[src/rtl/se_pkg.sv]
package se_pkg;

  typedef enum logic [1:0] {
    ST_IDLE,
    ST_CMD,
    ST_DATA,
    ST_READ
  } se_state_t;

  localparam logic [1:0] OP_SPECIAL = 2'b00;
  localparam logic [1:0] OP_WRITE   = 2'b01;
  localparam logic [1:0] OP_READ    = 2'b10;
  localparam logic [1:0] OP_ERASE   = 2'b11;

  // sub-commands in the two upper address bits of a special command
  localparam logic [1:0] SUB_WDIS  = 2'b00;
  localparam logic [1:0] SUB_WRALL = 2'b01;
  localparam logic [1:0] SUB_ERALL = 2'b10;
  localparam logic [1:0] SUB_WEN   = 2'b11;

  // address length in bits for the selected organisation
  function automatic int unsigned se_addr_len(input logic org, input int unsigned word_aw);
    return org ? word_aw : word_aw + 1;
  endfunction

  // data length in bits for the selected organisation
  function automatic int unsigned se_data_len(input logic org);
    return org ? 16 : 8;
  endfunction

endpackage

[src/rtl/se_sk_edge.sv]
module se_sk_edge (
  input  logic clk,
  input  logic rst_n,
  input  logic cs,
  input  logic sk,
  output logic bit_stb
);
  logic sk_q;

  always_ff @(posedge clk or negedge rst_n) begin
    if (!rst_n) sk_q <= 1'b0;
    else        sk_q <= sk;
  end

  // one strobe per rising serial clock edge while selected
  assign bit_stb = cs && sk && !sk_q;
endmodule

[src/rtl/se_prog_timer.sv]
module se_prog_timer #(
  parameter int unsigned BUSY_CYCLES = 64
) (
  input  logic clk,
  input  logic rst_n,
  input  logic start,
  output logic busy
);
  localparam int unsigned TW = $clog2(BUSY_CYCLES + 1);
  logic [TW-1:0] remain;

  always_ff @(posedge clk or negedge rst_n) begin
    if (!rst_n)              remain <= '0;
    else if (start)          remain <= TW'(BUSY_CYCLES);
    else if (remain != '0)   remain <= remain - TW'(1);
  end

  // busy for BUSY_CYCLES cycles after the start edge
  assign busy = (remain != '0);
endmodule

[src/rtl/se_store.sv]
module se_store #(
  parameter int unsigned WORD_AW = 6
) (
  input  logic                 clk,
  input  logic                 rst_n,
  input  logic                 org,
  input  logic [WORD_AW:0]     rd_addr,
  output logic [15:0]          rd_word,
  input  logic                 wr_one,
  input  logic                 wr_all,
  input  logic [WORD_AW:0]     wr_addr,
  input  logic [15:0]          wr_data
);
  localparam int unsigned BYTE_AW = WORD_AW + 1;
  localparam int unsigned BYTES   = 1 << BYTE_AW;

  logic [7:0] mem [BYTES];

  // byte 2a holds the upper half of word a, byte 2a+1 the lower half
  for (genvar g = 0; g < BYTES; g++) begin : g_byte
    localparam logic [BYTE_AW-1:0] IDX = BYTE_AW'(g);
    logic hit;
    logic [7:0] wval;
    assign hit  = wr_all ||
                  (wr_one && (org ? (wr_addr[WORD_AW-1:0] == IDX[BYTE_AW-1:1])
                                  : (wr_addr == IDX)));
    assign wval = (org && !IDX[0]) ? wr_data[15:8] : wr_data[7:0];

    always_ff @(posedge clk or negedge rst_n) begin
      if (!rst_n)   mem[g] <= 8'hFF;   // erased after reset
      else if (hit) mem[g] <= wval;
    end
  end

  always_comb begin
    if (org) rd_word = {mem[{rd_addr[WORD_AW-1:0], 1'b0}], mem[{rd_addr[WORD_AW-1:0], 1'b1}]};
    else     rd_word = {mem[rd_addr], 8'h00};
  end
endmodule

[src/rtl/serial_eeprom_slave.sv]
module serial_eeprom_slave #(
  parameter int unsigned WORD_AW     = 6,
  parameter int unsigned BUSY_CYCLES = 64
) (
  input  logic clk,
  input  logic rst_n,
  input  logic cs,
  input  logic sk,
  input  logic di,
  input  logic org,
  output logic dout,
  output logic dout_oe
);
  import se_pkg::*;

  localparam int unsigned BYTE_AW = WORD_AW + 1;
  localparam int unsigned SH_W    = 2 + BYTE_AW + 16;
  localparam int unsigned CW      = $clog2(SH_W + 1);

  logic               bit_stb;
  logic               busy;
  se_state_t          state;
  logic [CW-1:0]      cnt, cnt_nx, aw_len, dw_len;
  logic [SH_W-1:0]    sh, sh_nx, op_field, sub_field;
  logic [1:0]         op_nx, sub_nx;
  logic [BYTE_AW-1:0] addr_mask, addr_nx, lat_addr, wr_addr;
  logic               lat_all, wen, poll;
  logic [16:0]        rd_sh;
  logic [15:0]        rd_word, data_nx, wr_data;

  // named internal events
  logic hdr_done, data_done, ev_start;
  logic prog_erase, prog_eral, prog_write, prog_wral, prog_start;
  logic wr_one, wr_all;

  se_sk_edge u_edge (
    .clk     (clk),
    .rst_n   (rst_n),
    .cs      (cs),
    .sk      (sk),
    .bit_stb (bit_stb)
  );

  se_prog_timer #(.BUSY_CYCLES(BUSY_CYCLES)) u_timer (
    .clk   (clk),
    .rst_n (rst_n),
    .start (prog_start),
    .busy  (busy)
  );

  se_store #(.WORD_AW(WORD_AW)) u_store (
    .clk     (clk),
    .rst_n   (rst_n),
    .org     (org),
    .rd_addr (addr_nx),
    .rd_word (rd_word),
    .wr_one  (wr_one),
    .wr_all  (wr_all),
    .wr_addr (wr_addr),
    .wr_data (wr_data)
  );

  // frame arithmetic: field lengths follow the organisation
  assign aw_len    = CW'(se_addr_len(org, WORD_AW));
  assign dw_len    = CW'(se_data_len(org));
  assign sh_nx     = {sh[SH_W-2:0], di};
  assign cnt_nx    = cnt + CW'(1);
  assign op_field  = sh_nx >> aw_len;
  assign sub_field = sh_nx >> (aw_len - CW'(2));
  assign op_nx     = op_field[1:0];
  assign sub_nx    = sub_field[1:0];
  assign addr_mask = (BYTE_AW'(1) << aw_len) - BYTE_AW'(1);
  assign addr_nx   = sh_nx[BYTE_AW-1:0] & addr_mask;
  assign data_nx   = org ? sh_nx[15:0] : {8'h00, sh_nx[7:0]};

  assign hdr_done  = bit_stb && (state == ST_CMD)  && (cnt_nx == aw_len + CW'(2));
  assign data_done = bit_stb && (state == ST_DATA) && (cnt_nx == aw_len + dw_len + CW'(2));
  // start bits ignored while programming
  assign ev_start  = bit_stb && (state == ST_IDLE) && di && !busy;

  // programming events, all gated by the write-enable latch
  assign prog_erase = hdr_done && (op_nx == OP_ERASE) && wen;
  assign prog_eral  = hdr_done && (op_nx == OP_SPECIAL) && (sub_nx == SUB_ERALL) && wen;
  assign prog_write = data_done && !lat_all && wen;
  assign prog_wral  = data_done &&  lat_all && wen;
  assign prog_start = prog_erase || prog_eral || prog_write || prog_wral;

  assign wr_one  = prog_erase || prog_write;
  assign wr_all  = prog_eral  || prog_wral;
  assign wr_addr = prog_erase ? addr_nx : lat_addr;
  assign wr_data = (prog_erase || prog_eral) ? 16'hFFFF : data_nx;

  always_ff @(posedge clk or negedge rst_n) begin
    if (!rst_n) begin
      state    <= ST_IDLE;
      cnt      <= '0;
      sh       <= '0;
      wen      <= 1'b0;
      poll     <= 1'b0;
      rd_sh    <= '0;
      lat_addr <= '0;
      lat_all  <= 1'b0;
    end else if (!cs) begin
      // deselect drops any partial frame
      state <= ST_IDLE;
      cnt   <= '0;
    end else if (bit_stb) begin
      case (state)
        ST_IDLE: begin
          if (ev_start) begin
            state <= ST_CMD;
            cnt   <= '0;
            poll  <= 1'b0;
          end
        end
        ST_CMD: begin
          sh  <= sh_nx;
          cnt <= cnt_nx;
          if (hdr_done) begin
            state <= ST_IDLE;
            case (op_nx)
              OP_READ: begin
                state <= ST_READ;
                rd_sh <= {1'b0, rd_word};   // dummy zero first
              end
              OP_WRITE: begin
                state    <= ST_DATA;
                lat_addr <= addr_nx;
                lat_all  <= 1'b0;
              end
              OP_ERASE: poll <= wen;
              default: begin
                case (sub_nx)
                  SUB_WEN:   wen  <= 1'b1;
                  SUB_WDIS:  wen  <= 1'b0;
                  SUB_ERALL: poll <= wen;
                  default: begin
                    state   <= ST_DATA;
                    lat_all <= 1'b1;
                  end
                endcase
              end
            endcase
          end
        end
        ST_DATA: begin
          sh  <= sh_nx;
          cnt <= cnt_nx;
          if (data_done) begin
            state <= ST_IDLE;
            poll  <= wen;
          end
        end
        default: rd_sh <= {rd_sh[15:0], 1'b0};
      endcase
    end
  end

  // status or read data, released while deselected
  assign dout_oe = cs && ((state == ST_READ) || poll);
  assign dout    = (state == ST_READ) ? rd_sh[16] : !busy;
endmodule

[config.mk]
export PLATFORM = sky130hd
export DESIGN_NAME = serial_eeprom_slave
export DESIGN_NICKNAME = d
export VERILOG_FILES = /design/src/rtl/se_pkg.sv /design/src/rtl/se_sk_edge.sv /design/src/rtl/se_prog_timer.sv /design/src/rtl/se_store.sv /design/src/rtl/serial_eeprom_slave.sv
export SDC_FILE = /design/constraint.sdc
export NUM_CORES = 2
export LEC_CHECK = 0
export BUFFER_PORTS_ARGS = -buffer_cell sky130_fd_sc_hd__buf_2
export CAP_MARGIN = 5
export CORE_MARGIN = 5
export CORE_UTILIZATION = 50
export DETAILED_ROUTE_END_ITERATION = 6
export PLACE_DENSITY = 0.76
export RECOVER_POWER = 25
export SKIP_LAST_GASP = 1
export SLEW_MARGIN = 20
export SYNTH_ARGS = -nofsm -noshare
export SYNTH_HDL_FRONTEND = slang
export SYNTH_SLANG_ARGS = --single-unit
[constraint.sdc]
create_clock -name clk -period 6.4 [get_ports clk]
set_input_delay 0.64 -clock clk [delete_from_list [all_inputs] [get_ports clk]]
set_output_delay 0.64 -clock clk [all_outputs]
set_load 0.1 [all_outputs]
==> metrics.md <==
| Metric | Value |
|---|---|
| Outcome | finished, violations left |
| Failing checks | negative hold slack, max-capacitance violations, max-slew violations |
| Maximum vdd drop | ~0.23 mV |
| Sequential cell area | ~28000 µm² |
| DRT Pass-1 Iters | 6 |
| NetSw | between 4 and 5 mW |
| Final Slew Violations | roughly 640 |
| Yosys top cell area share | 0.430 |
| Synth cell types | between 100 and 150 |
| Final core occ | 0.549 |
| Synthesized instance count | approximately 4400 |
| Routed WL | around 210000 µm |
| Number of synthesized flops with an enable pin | 0 |
| Vias/cell | a little over 7 |
| Number of synthesized register bits | 1081 |
| R2R setup slack | around 1.3 ns |
| Ys async rst share | 1.00 |
| Average wire per standard cell | around 35 µm |
| Post-route DRC | 0 |
| Synth Warn # | 0 |
| Leak | 25.4 nW |
| Worst setup SP type | flop |
| Seq pwr share | 0.442 |
| Multi-input combinational cell area | 32600 µm² |
| RSZ-0062 raised after global routing | no |
| PwrDens | roughly 230 nW/µm² |
| Top-level I/O count | 8 |
| Clock Pin Slew Worst Setup and Hold Paths | approximately 0.060 ns |
| Setup TNS | 0 ns |
| Longest Clk Path Bufs | 3 |
| Core ar. | 124000 µm² |
| Final Cycle Share | 0.790 |
| Combinational power share | 0.113 |
| Post-CTS Hold Buffers | 0 |
| Sequential area share after synthesis | 0.452 |
| Area Growth Syn to Fin | 8.91% |
| Final setup viols | 0 |
| CTS root buffer | clkbuf_16 |
| Total GRT Usage | 0.309 |
| Final Skew | approximately 0.022 ns |
| Via count | 42800 |
| CTS H-Tree Depth | 3 |
| Data required, critical path | approximately 7.0 ns |
| Simple-gate share of the synthesized area | 0.0446 |
| Slew at the pin closest to its max-slew limit | approximately 3.8 ns |
| Area share of fa/ha/maj cells after synthesis | 0.00320 |
| Top_reg_cell synth | dfstp_2 |
| Slowest cell on crit path | mux2i_2 |
| Post-CTS resize count | 0 |
| Hold Path Class | in2async |
| Post-Syn Area | ~63000 µm² |
| Mux cell area share after synthesis | 0.395 |
| Inserted Clock Buffers | around 110 |
| GPL Wtd Cong | 1.03 |
| Die Span Y | 364 µm |
| DP Wirelength | around 140000 µm |
| Initial antenna violation count | 17 |
| First-pass GRT wire length | roughly 300000 µm |
| Syn_nets | around 4400 |
| Type of the worst setup path | reg2reg |
| Final antenna-violating net count | 0 |
| Clock sinks | 1081 |
| Largest family of logic cells by synthesized area | multiplexers |
| Layout cell share with drive strength beyond 1 | 0.713 |
| Max cap viols | 9 |
| Fill count | about 9700 |
| Setup Buffers After CTS | 0 |
| Synth area leaders | dfstp_2, mux2_2, mux4_2 |
| Fraction of power spent switching nets | 0.266 |
| Top cell type by total area after synthesis | dfstp_2 |
| CP peak stage delay | 1.07 ns |
| CP Cell Sequence | ha_1, xor2_2, nor4b_4, o2111a_2, mux2i_2, nand2_1, a21oi_2, mux2_2 |
| Chip width | 364 µm |
| Minimum clock period | 5.06 ns |
| Vias in the first global route | around 43000 |
| Rows | about 130 |
| Post-Synth XOR/XNOR Area | 0.00110 |
| Clock insertion delay at the later pin of the skew report | 0.72 ns |
| Crit-path max FO | 28 |
| Slew HR | -1.52 |
| Initial Util | 0.505 |
| Critical Path End Type | flop |
| CTS tree | built |
| Final hold violations | 6 |
| Largest net degree at the start of global routing | roughly 170 |
| Syn Area/Cell | between 10 and 15 µm² |
| Arr. time, crit path | 5.69 ns |
| Buffers on Ports | 7 |
| GRT overflow | 0 |
| Compound-Gate Fraction of Synth Area | 0.0758 |
| Nets@finish | 4253 |
| Starting DRT DRC Count | approximately 5600 |
| Clock power share | 0.445 |
| Internal | between 10 and 15 mW |
| Min Hold Slack | -0.00856 ns |
| Die area | 132000 µm² |
| F_max | between 150 and 200 MHz |
==> power by group through the flow <==
stage	registers [mW]	logic [mW]	clock network, mW
global route	6.97	1.83	7.38
global placement	7.07	1.72	0
finish	6.97	1.79	7.03
CTS	6.97	1.74	7.08
floorplan	7.03	1.08	0
detailed placement	7.07	1.74	0
==> registers in the layout, summed over array words and instances (netlist names) <==
| name | count |
|---|---|
| cnt | 5 |
| lat_addr | 7 |
| lat_all | 1 |
| poll | 1 |
| rd_sh | 17 |
| sh | 15 |
| state | 2 |
| u_edge.sk_q | 1 |
| u_store.mem | 1024 |
| u_timer.remain | 7 |
| wen | 1 |
==> cell usage after synthesis, types with 16 or more instances <==
cell type and instances:
a21oi_4 70, mux4_2 499, o22ai_1 131, buf_4 26, or3_1 18, buf_2 92
o21ai_0 75, nand2b_1 29, inv_1 20, a21oi_2 38, nor2b_1 17, mux2_2 1052
dfstp_2 1024, nand2_1 162, ha_1 16, nor4_1 22, mux2i_1 120, clkbuf_1 225
nor2_1 108, buf_1 25, nor3_1 74, dfrtp_1 57, nand3_1 44, a21oi_1 135
mux2_1 26
==> worst max-delay path: cells and delay by family, from the launching register on <==
family                   cells  cell delay [ns]
AO/OA/AOI/OAI                2             1.65
XOR/XNOR                     1             0.24
adder cells (fa/ha/maj)      1             0.35
flip-flops                   1             0.48
multiplexers                 2             1.49
AND/OR/NAND/NOR              2             0.72
==> per-stage QoR <==
| step | area, µm² | instances | setup slack (ns) | power, mW |
|---|---|---|---|---|
| 2_1_floorplan | 62600 | 4354 | 1.97 | 8.11 |
| 3_5_place_dp | 64300 | 5752 | 1.36 | 8.81 |
| 3_3_place_gp | 64300 | 5752 | 1.46 | 8.79 |
| 6_report | 68200 | 5964 | 1.34 | 15.8 |
| 4_1_cts | 68300 | 5959 | 1.61 | 15.8 |
| 5_1_grt | 68200 | 5960 | 1.27 | 16.2 |
==> final cells by class <==
cell class                 count  area share
inverter                      22     0.00125
clock buffer                 168      0.0493
clock inverter                39     0.00827
tap                         1637      0.0300
timing repair buffer         135      0.0170
antenna                        5    0.000183
multi-input combinational   2877       0.478
sequential                  1081       0.416
==> layout by cell type (no fill, tap or decap), drive strengths merged, types with 5 or more instances in the layout <==
master	netlist	layout
nand3	44	44
o22ai	132	132
o31a	6	6
nor4	22	22
nor3	80	80
buf	148	125
and3	8	8
dfstp	1024	1024
o311ai	10	10
clkinv	1	21
o221ai	5	5
or3	18	18
nor2b	17	17
nor2	110	110
o2111ai	10	10
bufinv	0	14
nand4	15	15
o32ai	7	7
o211ai	5	5
inv	21	23
nand2b	29	29
mux2i	131	131
a31oi	8	8
ha	16	16
clkbuf	226	178
or2	7	7
mux4	499	499
or4	7	7
dfrtp	57	57
mux2	1078	1078
a211oi	15	15
a21oi	243	243
o31ai	14	14
and2	8	8
nand2	163	163
o21ai	83	83
a22oi	11	11
diode	0	5
nand3b	9	9
==> layer usage <==
layer  share of wire  routed length, µm  GRT usage
met5         0.00060                123    0.00107
met4           0.069              14100      0.175
met3            0.12              25000     0.0978
met2            0.43              89600      0.450
met1            0.38              77500      0.412
==> cell families (layout without fill, tap and decap cells) <==
| family | Yosys count | count (layout) |
|---|---|---|
| mux | 1708 | 1708 |
| xor+xnor | 7 | 7 |
| fa+ha+maj | 16 | 16 |
| flops | 1081 | 1081 |
| other cells | 0 | 5 |
| simple gates | 554 | 554 |
| compound gates | 592 | 592 |
| buf+inv | 396 | 364 |
==> final timing paths <==
check,startpoint,end,cells past startpoint
worst max register to register,cnt[0],u_store.mem[424],8
worst max-delay path,cnt[0],u_store.mem[424],8
min in group clk,sk,u_edge.sk_q,1
worst min register to register,sh[14],sh[14],1
worst min-delay path,rst_n,sh[8],1
max in group asynchronous,rst_n,u_store.mem[408],2
Note: power is estimated with default switching activity, not from simulation.
